**src/rtl/usb_btr_pkg.sv**
```systemverilog
package usb_btr_pkg;

   typedef enum logic [1:0] {
      LN_SE0 = 2'b00,
      LN_J   = 2'b01,
      LN_K   = 2'b10,
      LN_SE1 = 2'b11
   } line_e;

   localparam int FRAC_BITS = 8;
   localparam int ONE_Q     = 1 << FRAC_BITS;

   // True for a differential (J or K) line state.
   function automatic logic is_data(input logic [1:0] ln);
      return ln[1] ^ ln[0];
   endfunction

endpackage

```
**src/rtl/usb_btr_period.sv**
```systemverilog
module usb_btr_period #(
   parameter int PW     = 16,
   parameter int NOM_LS = 8192,
   parameter int NOM_FS = 1024,
   parameter bit ADAPT  = 1'b1
) (
   input  logic          clk,
   input  logic          rst_n,
   input  logic          sop_i,
   input  logic          speed_i,
   input  logic          adj_req_i,
   input  logic          adj_early_i,
   output logic [PW-1:0] period_q,
   output logic [PW-1:0] period_nx
);

   localparam logic [PW-1:0] NOM_LS_Q = PW'(NOM_LS);
   localparam logic [PW-1:0] NOM_FS_Q = PW'(NOM_FS);
   localparam logic [PW:0]   LS_LO    = (PW+1)'(NOM_LS - NOM_LS / 50);
   localparam logic [PW:0]   LS_HI    = (PW+1)'(NOM_LS + NOM_LS / 50);
   localparam logic [PW:0]   FS_LO    = (PW+1)'(NOM_FS - NOM_FS / 50);
   localparam logic [PW:0]   FS_HI    = (PW+1)'(NOM_FS + NOM_FS / 50);

   if (NOM_LS + NOM_LS / 50 >= (1 << PW)) begin : g_chk_ls
      $error("low-speed period band does not fit PW");
   end
   if (NOM_FS + NOM_FS / 50 >= (1 << PW)) begin : g_chk_fs
      $error("full-speed period band does not fit PW");
   end

   logic          speed_q;
   logic [PW:0]   lo_sel, hi_sel;
   logic [PW-1:0] nom_in;

   assign lo_sel = speed_q ? FS_LO : LS_LO;
   assign hi_sel = speed_q ? FS_HI : LS_HI;
   assign nom_in = speed_i ? NOM_FS_Q : NOM_LS_Q;

   if (ADAPT) begin : g_adapt
      logic [PW:0] cur_w, step_w, trial_w, clamp_w;
      always_comb begin
         cur_w   = {1'b0, period_q};
         step_w  = cur_w >> 10;
         trial_w = adj_early_i ? (cur_w - step_w) : (cur_w + step_w);
         if (trial_w < lo_sel)      clamp_w = lo_sel;
         else if (trial_w > hi_sel) clamp_w = hi_sel;
         else                       clamp_w = trial_w;
         if (sop_i)          period_nx = nom_in;
         else if (adj_req_i) period_nx = clamp_w[PW-1:0];
         else                period_nx = period_q;
      end
   end else begin : g_fixed
      assign period_nx = sop_i ? nom_in : period_q;
   end

   always_ff @(posedge clk or negedge rst_n) begin
      if (!rst_n) begin
         period_q <= NOM_FS_Q;
         speed_q  <= 1'b1;
      end else begin
         period_q <= period_nx;
         if (sop_i) speed_q <= speed_i;
      end
   end

   p_period_band_r7 : assert property (@(posedge clk) disable iff (!rst_n)
      ({1'b0, period_q} >= lo_sel) && ({1'b0, period_q} <= hi_sel));

   p_period_reload_r7 : assert property (@(posedge clk) disable iff (!rst_n)
      sop_i |=> period_q == ($past(speed_i) ? NOM_FS_Q : NOM_LS_Q));

   p_period_hold_r4 : assert property (@(posedge clk) disable iff (!rst_n)
      (!sop_i && !adj_req_i) |=> $stable(period_q));

endmodule

```
**src/rtl/usb_btr_judge.sv**
```systemverilog
module usb_btr_judge
   import usb_btr_pkg::*;
#(
   parameter int PW    = 16,
   parameter bit ADAPT = 1'b1
) (
   input  logic                clk,
   input  logic                rst_n,
   input  logic [1:0]          line_i,
   input  logic                sop_i,
   input  logic                sample_stb_i,
   input  logic                edge_stb_i,
   input  logic                zero_bit_i,
   input  logic [PW-1:0]       period_nx,
   output logic                adj_req_o,
   output logic                adj_early_o,
   output logic signed [PW+1:0] step_o
);

   localparam int DW = PW + 2;

   logic [1:0]           eline_q;
   logic [PW-1:0]        mag;
   logic signed [DW-1:0] mag_s;

   always_ff @(posedge clk or negedge rst_n) begin
      if (!rst_n)                    eline_q <= LN_J;
      else if (sop_i || edge_stb_i)  eline_q <= line_i;
   end

   if (ADAPT) begin : g_adapt
      assign adj_req_o = sample_stb_i && zero_bit_i && is_data(eline_q);
   end else begin : g_fixed
      assign adj_req_o = 1'b0;
   end

   assign adj_early_o = (eline_q == line_i);
   assign mag         = (period_nx >> 7) + (period_nx >> 9);
   assign mag_s       = $signed({2'b00, mag});
   assign step_o      = !adj_req_o ? '0 : (adj_early_o ? -mag_s : mag_s);

   p_eline_hold_r9 : assert property (@(posedge clk) disable iff (!rst_n)
      (!sop_i && !edge_stb_i) |=> $stable(eline_q));

endmodule

```
**src/rtl/usb_btr_phase.sv**
```systemverilog
module usb_btr_phase #(
   parameter int PW = 16
) (
   input  logic                 clk,
   input  logic                 rst_n,
   input  logic                 sop_i,
   input  logic [PW-1:0]        period_nx,
   input  logic signed [PW+1:0] step_i,
   output logic                 sample_stb_o,
   output logic                 edge_stb_o
);

   localparam int DW = PW + 2;
   localparam logic signed [DW-1:0] ONE_S  = DW'(256);
   localparam logic signed [DW-1:0] HALF_S = DW'(128);

   logic                 run_q, arm_q;
   logic signed [DW-1:0] dist_q, edist_q;
   logic signed [DW-1:0] per_s, half_s, base_s;

   assign per_s  = $signed({2'b00, period_nx});
   assign half_s = $signed({3'b000, period_nx[PW-1:1]});
   assign base_s = dist_q + step_i - ONE_S;

   assign sample_stb_o = run_q && (dist_q < ONE_S);
   assign edge_stb_o   = run_q && arm_q && (edist_q < ONE_S);

   always_ff @(posedge clk or negedge rst_n) begin
      if (!rst_n) begin
         run_q   <= 1'b0;
         arm_q   <= 1'b0;
         dist_q  <= '0;
         edist_q <= '0;
      end else if (sop_i) begin
         run_q   <= 1'b1;
         arm_q   <= 1'b0;
         dist_q  <= HALF_S + half_s - ONE_S;
         edist_q <= '0;
      end else if (run_q) begin
         if (sample_stb_o) begin
            dist_q  <= base_s + per_s;
            edist_q <= base_s + half_s;
            arm_q   <= 1'b1;
         end else begin
            dist_q  <= dist_q - ONE_S;
            edist_q <= edist_q - ONE_S;
            if (edge_stb_o) arm_q <= 1'b0;
         end
      end
   end

   p_sop_quiet_r2 : assert property (@(posedge clk) disable iff (!rst_n)
      sop_i |=> !sample_stb_o);

   p_edge_once_r3 : assert property (@(posedge clk) disable iff (!rst_n)
      edge_stb_o |=> !edge_stb_o);

   p_idle_quiet_r1 : assert property (@(posedge clk) disable iff (!rst_n)
      !run_q |-> (!sample_stb_o && !edge_stb_o));

endmodule

```
**src/rtl/usb_bit_timing_rec.sv**
```systemverilog
module usb_bit_timing_rec #(
   parameter int SAMPLE_HZ = 48_000_000,
   parameter int FS_BPS    = 12_000_000,
   parameter int LS_BPS    = 1_500_000,
   parameter int PW        = 16,
   parameter bit ADAPT     = 1'b1
) (
   input  logic       clk,
   input  logic       rst_n,
   input  logic [1:0] line_i,
   input  logic       sop_i,
   input  logic       zero_bit_i,
   input  logic       speed_i,
   output logic       sample_stb_o,
   output logic       edge_stb_o
);

   localparam longint NOM_FS_L = (longint'(SAMPLE_HZ) * 256) / longint'(FS_BPS);
   localparam longint NOM_LS_L = (longint'(SAMPLE_HZ) * 256) / longint'(LS_BPS);
   localparam int     NOM_FS   = int'(NOM_FS_L);
   localparam int     NOM_LS   = int'(NOM_LS_L);

   if (NOM_FS < 768 || NOM_LS < 768) begin : g_chk_rate
      $error("sample clock must give at least 3 cycles per bit");
   end

   logic [PW-1:0]        period_q, period_nx;
   logic                 adj_req, adj_early;
   logic signed [PW+1:0] step;

   usb_btr_period #(
      .PW(PW), .NOM_LS(NOM_LS), .NOM_FS(NOM_FS), .ADAPT(ADAPT)
   ) u_period (
      .clk(clk), .rst_n(rst_n), .sop_i(sop_i), .speed_i(speed_i),
      .adj_req_i(adj_req), .adj_early_i(adj_early),
      .period_q(period_q), .period_nx(period_nx)
   );

   usb_btr_judge #(.PW(PW), .ADAPT(ADAPT)) u_judge (
      .clk(clk), .rst_n(rst_n), .line_i(line_i), .sop_i(sop_i),
      .sample_stb_i(sample_stb_o), .edge_stb_i(edge_stb_o),
      .zero_bit_i(zero_bit_i), .period_nx(period_nx),
      .adj_req_o(adj_req), .adj_early_o(adj_early), .step_o(step)
   );

   usb_btr_phase #(.PW(PW)) u_phase (
      .clk(clk), .rst_n(rst_n), .sop_i(sop_i), .period_nx(period_nx),
      .step_i(step), .sample_stb_o(sample_stb_o), .edge_stb_o(edge_stb_o)
   );

   p_strobe_excl_r3 : assert property (@(posedge clk) disable iff (!rst_n)
      !(sample_stb_o && edge_stb_o));

   p_adj_on_sample_r6 : assert property (@(posedge clk) disable iff (!rst_n)
      adj_req |-> (sample_stb_o && zero_bit_i));

   logic unused_period;
   assign unused_period = ^period_q;

endmodule

```
**config.mk**
```make
export PLATFORM = sky130hd
export DESIGN_NAME = usb_bit_timing_rec
export DESIGN_NICKNAME = d
export VERILOG_FILES = /design/src/rtl/usb_btr_pkg.sv /design/src/rtl/usb_btr_period.sv /design/src/rtl/usb_btr_judge.sv /design/src/rtl/usb_btr_phase.sv /design/src/rtl/usb_bit_timing_rec.sv
export SDC_FILE = /design/constraint.sdc
export NUM_CORES = 1
export LEC_CHECK = 0
export BUFFER_PORTS_ARGS = -buffer_cell sky130_fd_sc_hd__buf_2
export CORE_AREA = 3 3 119 121
export DETAILED_ROUTE_END_ITERATION = 16
export DIE_AREA = 0 0 122 124
export GPL_ROUTABILITY_DRIVEN = 0
export GPL_TIMING_DRIVEN = 0
export PLACE_DENSITY = 0.73
export SLEW_MARGIN = 20
export SYNTH_ARGS = -nofsm -noshare
export SYNTH_HDL_FRONTEND = slang
export SYNTH_SLANG_ARGS = --single-unit
```
**constraint.sdc**
```tcl
create_clock -name clk -period 10.11 [get_ports clk]
set_clock_uncertainty 0.2 [all_clocks]
set_input_delay 1.011 -clock clk [delete_from_list [all_inputs] [get_ports clk]]
set_output_delay 1.011 -clock clk [all_outputs]
set_load 0.02 [all_outputs]
```
==> metrics <==
Top Layer Used met4; worst r2r src u_period.period_q[10]; TritonCTS clock tree yes; layout cells sized above 1 between 20 and 30%; PwrDens 158 nW/µm²; Netlist cell types just over 80; Post-synth EDFFs 0; Post-Synth XOR/XNOR Area 8.36%; CTS H-Tree Depth 2; Worst VDD drop 0.0999 mV; synthesized flop and latch total 49; wire per inst 19.7 µm; Synth Area in Adders around a fifth; GRT Resource Usage Total approximately 29%; I/O Buffers 7; Top delay family on crit path compound AO/OA/AOI/OAI gates; Setup crit end kind flip-flop; number of buffers created by CTS 5; Via density about 6.4; critical path fanouts, max 8; Top-Level Pins 9; min-delay src u_phase.dist_q[6]; grt ovf 0; LEAKAGE 4.00 nW; Worst path slowest cell or3_4; max-slew violation count 0; via count about 7.4k; Syn Nets 1021; Post-Synth Simple-Gate Area around a fifth; WL met2 10.5 mm; mean post-synth cell area 7.71 µm²; die area between 15000 and 20000 µm²; critical path class in -> reg; first-pass GRT wire length 34.6 mm; largest net degree at the start of global routing 50; area grow syn2layout 29.9%; largest family of logic cells by synthesized area compound AO/OA/AOI/OAI gates; worst-margin pin slew between 800 and 900 ps; Tot Pwr 1.44 mW; drt total wl about 23 mm; Util after Layout between 60 and 70%; cell mode on critical path o21ai_2; met1 wire length roughly 9.7 mm; sequential cell area roughly 1200 µm²; top cells by area, synth ha_1, dfrtp_1, a21oi_1; Tmin final about 10000 ps; RSZ-0062 raised after global routing true; crit path from line_i[0]; Max Freq 0.0974 GHz; Post-synth top flop dfrtp_1; CORE AREA roughly 13000 µm²; dpl hpwl around 15 mm; clk buf depth 2; Max-Cap Viols 0; hold_ws 330 ps; setup violation total in the final timing report 5; drt drc 0; hold_buf cts 0; nets between 1k and 1.5k; post-synthesis mux area share less than 1%; Req. time, crit path between 10000 and 15000 ps; post-synthesis sequential area ratio between 10% and 20%; status complete, but fails checks; Die H 124 µm; cells after synthesis just over 900; Critical Path AT about 10000 ps; Starting Density a little over half; top cell type's share of synthesized area approximately 18%; DR pass1 iterations 6; clock sink count 49; Worst-Skew Late Latency 300 ps; top cell type by total area after synthesis ha_1; startpoint types input pin; most frequent cells after synthesis ha_1, nand2_1, nor2_1; Slew HR roughly 46%; synthesized area between 7000 and 8000 µm²; fill cell count around 960; Worst Slack Setup Final -153 ps; row cnt 42; routed wl met3 about 1.7 mm; number of inserted diodes 0; post-route clock period utilization 102%; Worst Hold Class reg -> reg; initial antenna violation count 0; Buf+Inv Stages, Crit Path 6; Die Span X 122 µm; CP peak stage delay 440 ps; Compound-Gate Fraction of Synth Area between 20% and 30%; final antenna-violating net count 0; most common cell in the netlist ha_1; footprint of the multi-input gates ~6500 µm²; Clock Tree Root clkbuf_16; failing checks setup timing; clock-pin slew of the registers on the worst-case setup and hold paths about 80 ps; DRT iter0 DRCs 700; Post-synth ARST share between 90% and 100%; synth warn 0; final hold violation count 0; vias in the first global route about 7k
[logic make-up after synthesis]
group                      Yosys count
DFF                                 49
buffers and inverters              107
AOI/OAI and AO/OA                  284
and+or+nand+nor                    293
xor gates and xnor gates            66
adders and majority gates          106
muxes                                4
[flip-flops by register name (all words and copies together) (netlist names)]
register,flops
u_period.period_q,16
u_judge.eline_q,2
u_phase.dist_q,18
u_period.speed_q,1
u_phase.run_q,1
u_phase.arm_q,1
u_phase.edist_q,10
[final timing paths]
path                       cells after the start  slack [ps]               endpoint
setup reg to reg                              46         -50    u_phase.edist_q[17]
hold reg to reg                                2         330      u_phase.dist_q[6]
max in group asynchronous                      1        8700  u_period.period_q[11]
hold / removal                                 2         330      u_phase.dist_q[6]
setup / recovery                              48        -150    u_phase.edist_q[17]
min in group asynchronous                      1         530     u_phase.dist_q[17]
[final cells by class]
| class | instances | area share, % |
|---|---|---|
| clock inverter | 3 | 0.316 |
| buffer | 32 | 1.87 |
| tap | 176 | 2.42 |
| timing repair buffer | 69 | 5.97 |
| sequential | 49 | 13.5 |
| clock buffer | 5 | 1.37 |
| inverter | 75 | 3.09 |
| multi-input combinational | 753 | 71.4 |
[metrics by stage]
| step | setup slack [ps] | instance area, µm² | instances | setup TNS, ps |
|---|---|---|---|---|
| 2_1_floorplan | 22.3 | 7070 | 909 | 0 |
| 3_3_place_gp | -2130 | 7320 | 1092 | -28940 |
| 3_5_place_dp | -2280 | 7320 | 1092 | -32150 |
| 4_1_cts | 2.50 | 8280 | 1135 | 0 |
| 5_1_grt | -437 | 9100 | 1162 | -3000 |
| 6_report | -153 | 9100 | 1162 | -510 |
[what timing repair did]
| action | CTS | global route |
|---|---|---|
| gates resized for setup | 112 | 128 |
| endpoints found under the setup margin | 20 | 18 |
| setup buffers | 35 | 27 |
| pin swaps | 71 | 96 |
[placed cells by master (no fill, tap or decap), types with 10 or more instances in the layout]
| cell type | netlist | routed |
|---|---|---|
| inv_1 | 74 | 69 |
| o21ai_0 | 65 | 40 |
| nand3_1 | 24 | 20 |
| nand2_1 | 77 | 71 |
| nor2_1 | 77 | 66 |
| a21o_1 | 20 | 19 |
| dfrtp_1 | 46 | 46 |
| ha_1 | 101 | 82 |
| o21ai_2 | 0 | 12 |
| nor3_1 | 23 | 20 |
| a21oi_2 | 3 | 17 |
| clkbuf_1 | 22 | 20 |
| nor2_2 | 0 | 10 |
| xor2_1 | 25 | 19 |
| a21oi_1 | 75 | 55 |
| buf_4 | 1 | 61 |
| ha_4 | 0 | 15 |
| o21ai_1 | 9 | 20 |
| xnor2_1 | 40 | 26 |
[worst reg2reg max path: cells and delay by family, from the launching register on]
| kind | cells | cell delay (ps) |
|---|---|---|
| flops | 1 | 690 |
| simple gates | 10 | 2170 |
| xor+xnor | 4 | 800 |
| fa+ha+maj | 7 | 2110 |
| compound gates | 20 | 3340 |
| buf+inv | 5 | 700 |
[power breakdown]
part	switching [mW]	internal (mW)	leakage [nW]
clock network	0.0873	0.0951	0.0763
registers	0.0255	0.219	0.635
logic	0.570	0.440	3.29
total	0.683	0.754	4.00
[layer usage]
layer	global-route usage, %	vias up
li1	-	3459
met1	38.3	3502
met2	47.1	365
met3	4.59	94
met4	10.1	0
met5	0	-
(Power assumes the default switching activity.)
